[src/rtl/irq_prio_pkg.sv]
package irq_prio_pkg;

  // Fixed vector slots ahead of the peripheral sources
  localparam int unsigned VEC_NMI  = 0;
  localparam int unsigned VEC_BRK  = 1;
  localparam int unsigned VEC_SRC0 = 2;

  // Mode code that selects the priority mode; every other code is simple mode
  localparam logic [1:0] MODE_PRIO = 2'b10;

  typedef struct packed {
    logic prio_mode;
    logic i_flag;
    logic ui_flag;
  } irq_cfg_t;

  localparam irq_cfg_t CFG_RESET = '{prio_mode: 1'b0, i_flag: 1'b1, ui_flag: 1'b0};

endpackage

[src/rtl/irq_cfg_reg.sv]
module irq_cfg_reg
  import irq_prio_pkg::*;
(
  input  logic       clk,
  input  logic       rst_n,
  input  logic [1:0] mode,
  input  logic       flag_i,
  input  logic       flag_ui,
  output irq_cfg_t   cfg_q
);

  irq_cfg_t cfg_d;

  always_comb begin
    cfg_d.prio_mode = (mode == MODE_PRIO);
    cfg_d.i_flag    = flag_i;
    cfg_d.ui_flag   = flag_ui;
  end

  always_ff @(posedge clk) begin
    if (!rst_n) cfg_q <= CFG_RESET;
    else        cfg_q <= cfg_d;
  end

endmodule

[src/rtl/irq_pending.sv]
module irq_pending #(
  parameter int unsigned N_TOT = 10
) (
  input  logic             clk,
  input  logic             rst_n,
  input  logic [N_TOT-1:0] req,
  input  logic [N_TOT-1:0] latch,
  input  logic [N_TOT-1:0] clr,
  output logic [N_TOT-1:0] pend
);

  for (genvar g = 0; g < N_TOT; g++) begin : g_line
    always_ff @(posedge clk) begin
      if (!rst_n)          pend[g] <= 1'b0;
      else if (latch[g])   pend[g] <= req[g] | (pend[g] & ~clr[g]);
      else                 pend[g] <= req[g];
    end
  end

endmodule

[src/rtl/irq_arbiter.sv]
module irq_arbiter
  import irq_prio_pkg::*;
#(
  parameter  int unsigned N_SRC = 8,
  localparam int unsigned N_TOT = N_SRC + 2,
  localparam int unsigned VEC_W = $clog2(N_TOT)
) (
  input  logic [N_TOT-1:0] pend,
  input  logic [N_SRC-1:0] hipri,
  input  irq_cfg_t         cfg,
  output logic             win_valid,
  output logic [VEC_W-1:0] win_vec
);

  logic             block_all;
  logic             block_low;
  logic [N_TOT-1:0] hi_req;
  logic [N_TOT-1:0] lo_req;

  assign block_all = cfg.i_flag & (~cfg.prio_mode | cfg.ui_flag);
  assign block_low = cfg.i_flag;

  // slot 0 is handled ahead of both classes
  assign hi_req[VEC_NMI] = 1'b0;
  assign lo_req[VEC_NMI] = 1'b0;
  // break ignores the priority bits but obeys the full mask
  assign hi_req[VEC_BRK] = pend[VEC_BRK] & ~block_all;
  assign lo_req[VEC_BRK] = 1'b0;

  for (genvar g = 0; g < N_SRC; g++) begin : g_src
    logic in_hi;
    assign in_hi                = ~cfg.prio_mode | hipri[g];
    assign hi_req[VEC_SRC0 + g] = pend[VEC_SRC0 + g] &  in_hi & ~block_all;
    assign lo_req[VEC_SRC0 + g] = pend[VEC_SRC0 + g] & ~in_hi & ~block_low;
  end

  function automatic logic [VEC_W-1:0] lowest_set(input logic [N_TOT-1:0] v);
    logic [VEC_W-1:0] idx;
    idx = '0;
    for (int k = N_TOT - 1; k >= 0; k--) begin
      if (v[k]) idx = VEC_W'(k);
    end
    return idx;
  endfunction

  always_comb begin
    win_valid = 1'b1;
    win_vec   = '0;
    if (pend[VEC_NMI])  win_vec = VEC_W'(VEC_NMI);
    else if (|hi_req)   win_vec = lowest_set(hi_req);
    else if (|lo_req)   win_vec = lowest_set(lo_req);
    else                win_valid = 1'b0;
  end

endmodule

[src/rtl/irq_out_stage.sv]
module irq_out_stage #(
  parameter int unsigned N_TOT = 10,
  parameter int unsigned VEC_W = 4
) (
  input  logic             clk,
  input  logic             rst_n,
  input  logic             win_valid,
  input  logic [VEC_W-1:0] win_vec,
  input  logic             ready,
  output logic             valid,
  output logic [VEC_W-1:0] vec,
  output logic [N_TOT-1:0] clr
);

  logic take;
  assign take = valid & ready;

  always_ff @(posedge clk) begin
    if (!rst_n) begin
      valid <= 1'b0;
      vec   <= '0;
    end else if (valid) begin
      if (ready) valid <= 1'b0;
    end else if (win_valid) begin
      valid <= 1'b1;
      vec   <= win_vec;
    end
  end

  for (genvar g = 0; g < N_TOT; g++) begin : g_clr
    assign clr[g] = take & (vec == VEC_W'(g));
  end

endmodule

[src/rtl/irq_prio_ctrl.sv]
module irq_prio_ctrl
  import irq_prio_pkg::*;
#(
  parameter  int unsigned N_SRC = 8,
  localparam int unsigned N_TOT = N_SRC + 2,
  localparam int unsigned VEC_W = $clog2(N_TOT)
) (
  input  logic             clk,
  input  logic             rst_n,
  input  logic             nmi_req,
  input  logic             brk_req,
  input  logic [N_SRC-1:0] src_req,
  input  logic [N_SRC-1:0] src_latch,
  input  logic [N_SRC-1:0] src_hipri,
  input  logic [1:0]       mode,
  input  logic             flag_i,
  input  logic             flag_ui,
  output logic             irq_valid,
  input  logic             irq_ready,
  output logic [VEC_W-1:0] irq_vector
);

  irq_cfg_t         cfg_q;
  logic [N_TOT-1:0] req_all;
  logic [N_TOT-1:0] latch_all;
  logic [N_TOT-1:0] clr_all;
  logic [N_TOT-1:0] pend_q;
  logic             win_valid;
  logic [VEC_W-1:0] win_vec;

  assign req_all   = {src_req, brk_req, nmi_req};
  assign latch_all = {src_latch, 2'b11};

  irq_cfg_reg u_cfg (
    .clk     (clk),
    .rst_n   (rst_n),
    .mode    (mode),
    .flag_i  (flag_i),
    .flag_ui (flag_ui),
    .cfg_q   (cfg_q)
  );

  irq_pending #(.N_TOT(N_TOT)) u_pend (
    .clk   (clk),
    .rst_n (rst_n),
    .req   (req_all),
    .latch (latch_all),
    .clr   (clr_all),
    .pend  (pend_q)
  );

  irq_arbiter #(.N_SRC(N_SRC)) u_arb (
    .pend      (pend_q),
    .hipri     (src_hipri),
    .cfg       (cfg_q),
    .win_valid (win_valid),
    .win_vec   (win_vec)
  );

  irq_out_stage #(.N_TOT(N_TOT), .VEC_W(VEC_W)) u_out (
    .clk       (clk),
    .rst_n     (rst_n),
    .win_valid (win_valid),
    .win_vec   (win_vec),
    .ready     (irq_ready),
    .valid     (irq_valid),
    .vec       (irq_vector),
    .clr       (clr_all)
  );

endmodule

[config.mk]
export PLATFORM = sky130hd
export DESIGN_NAME = irq_prio_ctrl
export DESIGN_NICKNAME = d
export VERILOG_FILES = /design/src/rtl/irq_prio_pkg.sv /design/src/rtl/irq_cfg_reg.sv /design/src/rtl/irq_pending.sv /design/src/rtl/irq_arbiter.sv /design/src/rtl/irq_out_stage.sv /design/src/rtl/irq_prio_ctrl.sv
export SDC_FILE = /design/constraint.sdc
export NUM_CORES = 1
export LEC_CHECK = 0
export BUFFER_PORTS_ARGS = -buffer_cell sky130_fd_sc_hd__buf_2
export CORE_ASPECT_RATIO = 1.2
export CORE_MARGIN = 4
export CORE_UTILIZATION = 35
export CTS_CLUSTER_DIAMETER = 80
export CTS_CLUSTER_SIZE = 10
export DETAILED_ROUTE_END_ITERATION = 12
export HOLD_SLACK_MARGIN = 0.05
export PLACE_DENSITY = 0.62
export SLEW_MARGIN = 20
export SYNTH_ARGS = -nofsm -noshare
export SYNTH_HDL_FRONTEND = slang
export SYNTH_SLANG_ARGS = --single-unit
[constraint.sdc]
create_clock -name clk -period 1.9 [get_ports clk]
set_clock_uncertainty 0.1 [all_clocks]
set_input_delay 0.57 -clock clk [delete_from_list [all_inputs] [get_ports clk]]
set_output_delay 0.57 -clock clk [all_outputs]
set_load 0.02 [all_outputs]
==> results of run 1 <==
==> registers in the layout (all words and copies together), names as in the netlist <==
name and flops:
u_out.valid 1, u_pend.pend 10, u_cfg.cfg_q 3, u_out.vec 4
==> area by class of cell <==
class,count,area (um^2)
clock buffers,4,55.1
fillers,339,1710
inverters,3,11.3
multi-input cells,124,830
flip-flops and latches,18,362
well taps,37,46.3
repair buffers,56,328
==> worst reg2reg max path, stage by stage, from the launching register on <==
cell and delay [ps]:
dfxtp_1 380, a22oi_2 250, o2111ai_2 180, a211oi_4 410
a41oi_4 190, mux2i_1 160
==> where the power goes <==
| part | switching, mW | total [mW] | internal [mW] |
|---|---|---|---|
| Combinational | 0.139 | 0.278 | 0.139 |
| Clock | 0.115 | 0.298 | 0.184 |
| Sequential | 0.0384 | 0.443 | 0.404 |
| Total | 0.292 | 1.02 | 0.727 |
==> metal layers <==
layer	vias to the layer above	share of wire	track usage
met5	-	0	0
met4	0	0.041	0.101
met3	14	0.037	0.0124
met2	39	0.50	0.284
met1	611	0.42	0.211
li1	673	-	-
==> synth_stat cells, drive strengths merged, types with 4 or more instances <==
cell / number / area share
dfxtp: 18 / 0.30
a22oi: 5 / 0.039
o211a: 4 / 0.033
a31oi: 4 / 0.021
o21a: 9 / 0.055
nor2b: 11 / 0.057
a21oi: 8 / 0.033
nand2: 18 / 0.055
nand2b: 7 / 0.036
nor2: 11 / 0.034
o21ai: 9 / 0.037
==> cell families (layout without fill, tap and decap cells) <==
logic type | after synthesis | count (layout) | synth area share
AO/OA/AOI/OAI | 63 | 63 | 0.418
AND/OR/NAND/NOR | 59 | 59 | 0.245
flip-flops | 18 | 18 | 0.296
buffers and inverters | 6 | 63 | 0.0247
multiplexers | 2 | 2 | 0.0164
==> repair_timing <==
action | 4_1_cts | 5_1_grt
resized for setup | 0 | 2
buffers inserted | 0 | 0
setup endpoints to repair | 0 | 5
==> how the worst min path moves through the flow <==
stage | start | to | slack, ps | depth (start not counted)
floorplan | u_pend.pend[0]$_SDFF_PN0_ | u_pend.pend[0]$_SDFF_PN0_ | 410 | 2
finish | flag_i | u_cfg.cfg_q[1]$_SDFF_PN1_ | 400 | 2
detailed placement | u_out.vec[2]$_SDFFE_PN0P_ | u_out.vec[2]$_SDFFE_PN0P_ | 400 | 2
global route | flag_ui | u_cfg.cfg_q[0]$_SDFF_PN0_ | 430 | 2
CTS | flag_i | u_cfg.cfg_q[1]$_SDFF_PN1_ | 400 | 2
global placement | u_out.vec[2]$_SDFFE_PN0P_ | u_out.vec[2]$_SDFFE_PN0P_ | 390 | 2
==> results.yml, run 1 <==
floorplan:
  core_area_um2: 3340
  fp.dieW_um: 61.8
  num_io_pins: 38
  std_cell_rows: 23
  die_y_um: 72.6
  floorplan.initialDensity: 0.365
  fp.dieArea_um2: 4490
final_layout:
  fin_nets: 239
  final_area_um2: 1630
  syn_to_final_growth_pct: 34.0
  drive_above_1_share: 0.371
  fin_cells: 242
  layout_commonest_cell: "buf_2"
  num_antenna_cells: 0
  final_util: 0.489
  layout_common_cells: "buf_2, buf_4, nand2_1, dfxtp_1"
detailed_routing:
  vias: 1337
  totalWireLength_mm: 3.62
  firstDrtPassIters: 4
  vias_per_cell: 5.52
  route.detailed.drc: 0
  wl_per_cell_um: 14.9
  ant_nets: 0
  drtIter0Drc: 22
sta:
  hold_slack_ps: 405
  setup_violations: 0
  finalSetupTns_ps: 0
  finalCriticalPeriod_ps: 1800
  rsz0062_at_grt: "false"
  worstMarginPinSlew_ps: 412
  finalWorstSetupSlack_ps: 100
  hold_viol: 0
  timing.final.crit_share: 0.947
  max_freq_mhz: 556
  drv_slew: 0
  slew-limit-headroom: 0.722
global_route:
  grtUsageTotal: 0.172
  grt_pass1_vias: 1406
  grt_pass1_wl_mm: 5.93
  antenna_found_initial: 0
  grt_max_degree: 18
  grt_overflow: 0
clocking:
  cts_root_buf: "clkbuf_8"
  clock_latency_ps: 240
  clock_path_buffers: 2
  cts.sinks: 18
  cts_buffers: 3
  cts_tree: "yes"
  h-tree-depth: 1
  clkSlewWorstSetupHoldPaths_ps: 60
  hold_buffers: 0
logic_synthesis:
  synth-warning-count: 0
  syn_area_per_cell_um2: 8.23
  syn_area_um2: 1220
  synth_cells: 148
  ys_types: 45
  synthArstFlopShare: 0
  synth_ff_type: "dfxtp_1"
  syn_nets: 181
  ys_ff_latch: 18
  synth-edff-count: 0
  ys_seq_area_frac: 0.296
pwr:
  cellLeakagePower_nw: 0.718
  p_per_area_nw_per_um2: 625
  peakVddDrop_mv: 0.440
  fin_total_pwr_mw: 1.02
critical_path:
  cp.required_ps: 1920
  rrSetupSlack_ps: 100
  cp_slowest_cell: "a211oi_4"
  endpoint_kind: "flop"
  crit_end: "u_out.vec[3]$_SDFFE_PN0P_"
  worst-path-stages: 5
  reg2reg_from: "u_pend.pend[8]$_SDFF_PN0_"
  cp_max_fo: 6
  path_cells: "a22oi_2 > o2111ai_2 > a211oi_4 > a41oi_4 > mux2i_1"
  arrival_ps: 1820
  crit_family: "compound AO/OA/AOI/OAI gates"
  reg2reg_depth: 5
  critPathKind: "flop to flop"
  cp-startpoint: "u_pend.pend[8]$_SDFF_PN0_"
  timing.rr.end: "u_out.vec[3]$_SDFFE_PN0P_"
  critPathMaxStageDelay_ps: 410
  crit_path_start_kind: "flop"
  worst-path-buf-inv: 0
placement:
  dp_cells: 238
  placed_cell_area_um2: 1570
  place_congestion: 0.946
  dp_hpwl_mm: 3.02
  preCtsSetupSlack_ps: -146
  port_buffers: 37
hold_path:
  hold_path_class: "input pin to flop"
outcome:
  status: "complete, no violations"
flow_run:
  max_cap_violations: 0
Note: power is estimated with default switching activity, not from simulation.
==> run 2: changes to the inputs <==
--- a/config.mk
+++ b/config.mk
@@ -14,6 +14,7 @@
 export DETAILED_ROUTE_END_ITERATION = 12
 export HOLD_SLACK_MARGIN = 0.05
 export PLACE_DENSITY = 0.62
+export SETUP_SLACK_MARGIN = 0.5
 export SLEW_MARGIN = 20
 export SYNTH_ARGS = -nofsm -noshare
 export SYNTH_HDL_FRONTEND = slang
==> constraint.sdc (replaced) <==
create_clock -name clk -period 1.9 [get_ports clk]
set_clock_uncertainty 0.1 [all_clocks]
set_input_delay 0.095 -clock clk [delete_from_list [all_inputs] [get_ports clk]]
set_output_delay 0.095 -clock clk [all_outputs]
set_load 0.02 [all_outputs]
==> run 2 against run 1 <==
Sequential share of layout area is 1.8 points lower. Critical endpoint is now u_out.valid$_SDFF_PN0_. Critical path depth is 1 higher. Global-route usage is 1.8 points higher. Clock power is 4% higher. Routed wire length is 7.2% higher. Sequential cell count stayed put. Cell count is 2.5% higher. Total power is 5.9% higher.
==> results.yml, run 2 (synthesis gave the netlist of run 1 again) <==
outcome:
  status: "complete, no violations"
sta:
  finalWorstSetupSlack_ps: 162
  slew-limit-headroom: 0.566
  max_freq_mhz: 575
  setup_violations: 0
  worstMarginPinSlew_ps: 644
  timing.final.crit_share: 0.915
  finalSetupTns_ps: 0
  rsz0062_at_grt: "true"
  hold_viol: 0
  finalCriticalPeriod_ps: 1740
  drv_slew: 0
global_route:
  antenna_found_initial: 0
  grt_max_degree: 23
  grt_pass1_vias: 1476
  grt_pass1_wl_mm: 6.56
  grtUsageTotal: 0.190
  grt_overflow: 0
detailed_routing:
  vias_per_cell: 5.58
  route.detailed.drc: 0
  drtIter0Drc: 44
  wl_per_cell_um: 15.6
  firstDrtPassIters: 4
  totalWireLength_mm: 3.88
  ant_nets: 0
  vias: 1385
floorplan:
  num_io_pins: 38
  die_y_um: 72.6
  fp.dieW_um: 61.8
  core_area_um2: 3340
  std_cell_rows: 23
  floorplan.initialDensity: 0.365
  fp.dieArea_um2: 4490
final_layout:
  layout_common_cells: "buf_2, nand2_1, dlygate4sd3_1, dfxtp_1, nor2_1"
  layout_commonest_cell: "buf_2"
  final.fill_count: 308
  top_register: "u_pend.pend"
  syn_to_final_growth_pct: 50.6
  fin_nets: 245
  reg_top3: "u_pend.pend: 10 flops, u_out.vec: 4 flops, u_cfg.cfg_q: 3 flops"
  num_antenna_cells: 0
  drive_above_1_share: 0.412
  largest_register_ffs: 10
pwr:
  clockPowerShare: 0.287
  peakVddDrop_mv: 0.458
  swShare: 0.299
  fin_total_pwr_mw: 1.08
  power_frac_comb: 0.299
  p_sw_mw: 0.323
  intPower_mw: 0.757
  p_seq_frac: 0.414
  cellLeakagePower_nw: 0.756
  p_per_area_nw_per_um2: 589
placement:
  port_buffers: 37
  preCtsSetupSlack_ps: 59.6
  place_congestion: 0.920
  dp_hpwl_mm: 2.99
flow_run:
  max_cap_violations: 0
critical_path:
  reg2reg_depth: 6
  cp.required_ps: 1940
  cp_max_fo: 8
  arrival_ps: 1780
  critPathKind: "flop to flop"
  crit_path_start_kind: "flop"
  reg2reg_from: "u_cfg.cfg_q[2]$_SDFF_PN0_"
  endpoint_kind: "flop"
  cp-startpoint: "u_cfg.cfg_q[2]$_SDFF_PN0_"
clocking:
  cts_buffers: 3
  cts_tree: "yes"
  h-tree-depth: 1
  cts.sinks: 18
  clkSlewWorstSetupHoldPaths_ps: 70
  clock_latency_ps: 250
  clock_path_buffers: 2
  cts_root_buf: "clkbuf_8"
hold_path:
  hold_path_class: "input pin to flop"
  hold_start: "irq_ready"
  whs_path_depth: 3
[run 2: final cells by class]
type	count	area, um^2	area share
Timing Repair Buffer	62	415	0.227
Inverter	3	11.3	0.00614
Clock buffer	4	55.1	0.0300
Tap cell	37	46.3	0.0253
Multi-Input combinational cell	124	931	0.508
Sequential cell	18	374	0.204
[run 2: per-stage QoR]
| step | utilization | hold slack, ps | cells | area [um^2] |
|---|---|---|---|---|
| floorplan | - | 96.4 | 148 | 1260 |
| global placement | 0.448 | 176 | 222 | 1490 |
| detailed placement | 0.448 | 195 | 222 | 1490 |
| CTS | 0.536 | 117 | 246 | 1790 |
| global route | 0.549 | 121 | 248 | 1830 |
| finish | 0.549 | 105 | 248 | 1830 |
[run 2: path summary, 6_finish.rpt]
kind / to / slack, ps
setup / recovery: u_out.valid$_SDFF_PN0_ / 160
hold / removal: u_out.valid$_SDFF_PN0_ / 110
setup reg to reg: u_out.valid$_SDFF_PN0_ / 160
hold reg to reg: u_out.vec[2]$_SDFFE_PN0P_ / 440
[run 2: routing by layer]
metal | share of wire | global-route usage
met1 | 0.41 | 0.229
met2 | 0.53 | 0.339
met3 | 0.040 | 0.0248
met4 | 0.018 | 0.0566
met5 | 0 | 0
[run 2: repair_timing]
item                                   4_1_cts  5_1_grt
endpoints found under the hold margin       13        0
hold buffers                                14        0
resized for setup                           14        8
setup endpoints to repair                   13        9
buffers inserted                             6        2
pin swaps                                    8        2
[run 2: critical path: stages (launching register included)]
cell      delay (ps)
dfxtp_4          380
or2b_1           260
o211a_4          170
a211oi_4         250
buf_6            160
nand4_1           80
o211a_1          240
[run 2: power groups by stage]
stage	sequential [mW]	clock, mW	combinational [mW]
after floorplan	0.454	0	0.168
after global placement	0.453	0	0.261
after detailed placement	0.454	0	0.262
after CTS	0.445	0.316	0.313
after global routing	0.452	0.332	0.356
final	0.447	0.309	0.323
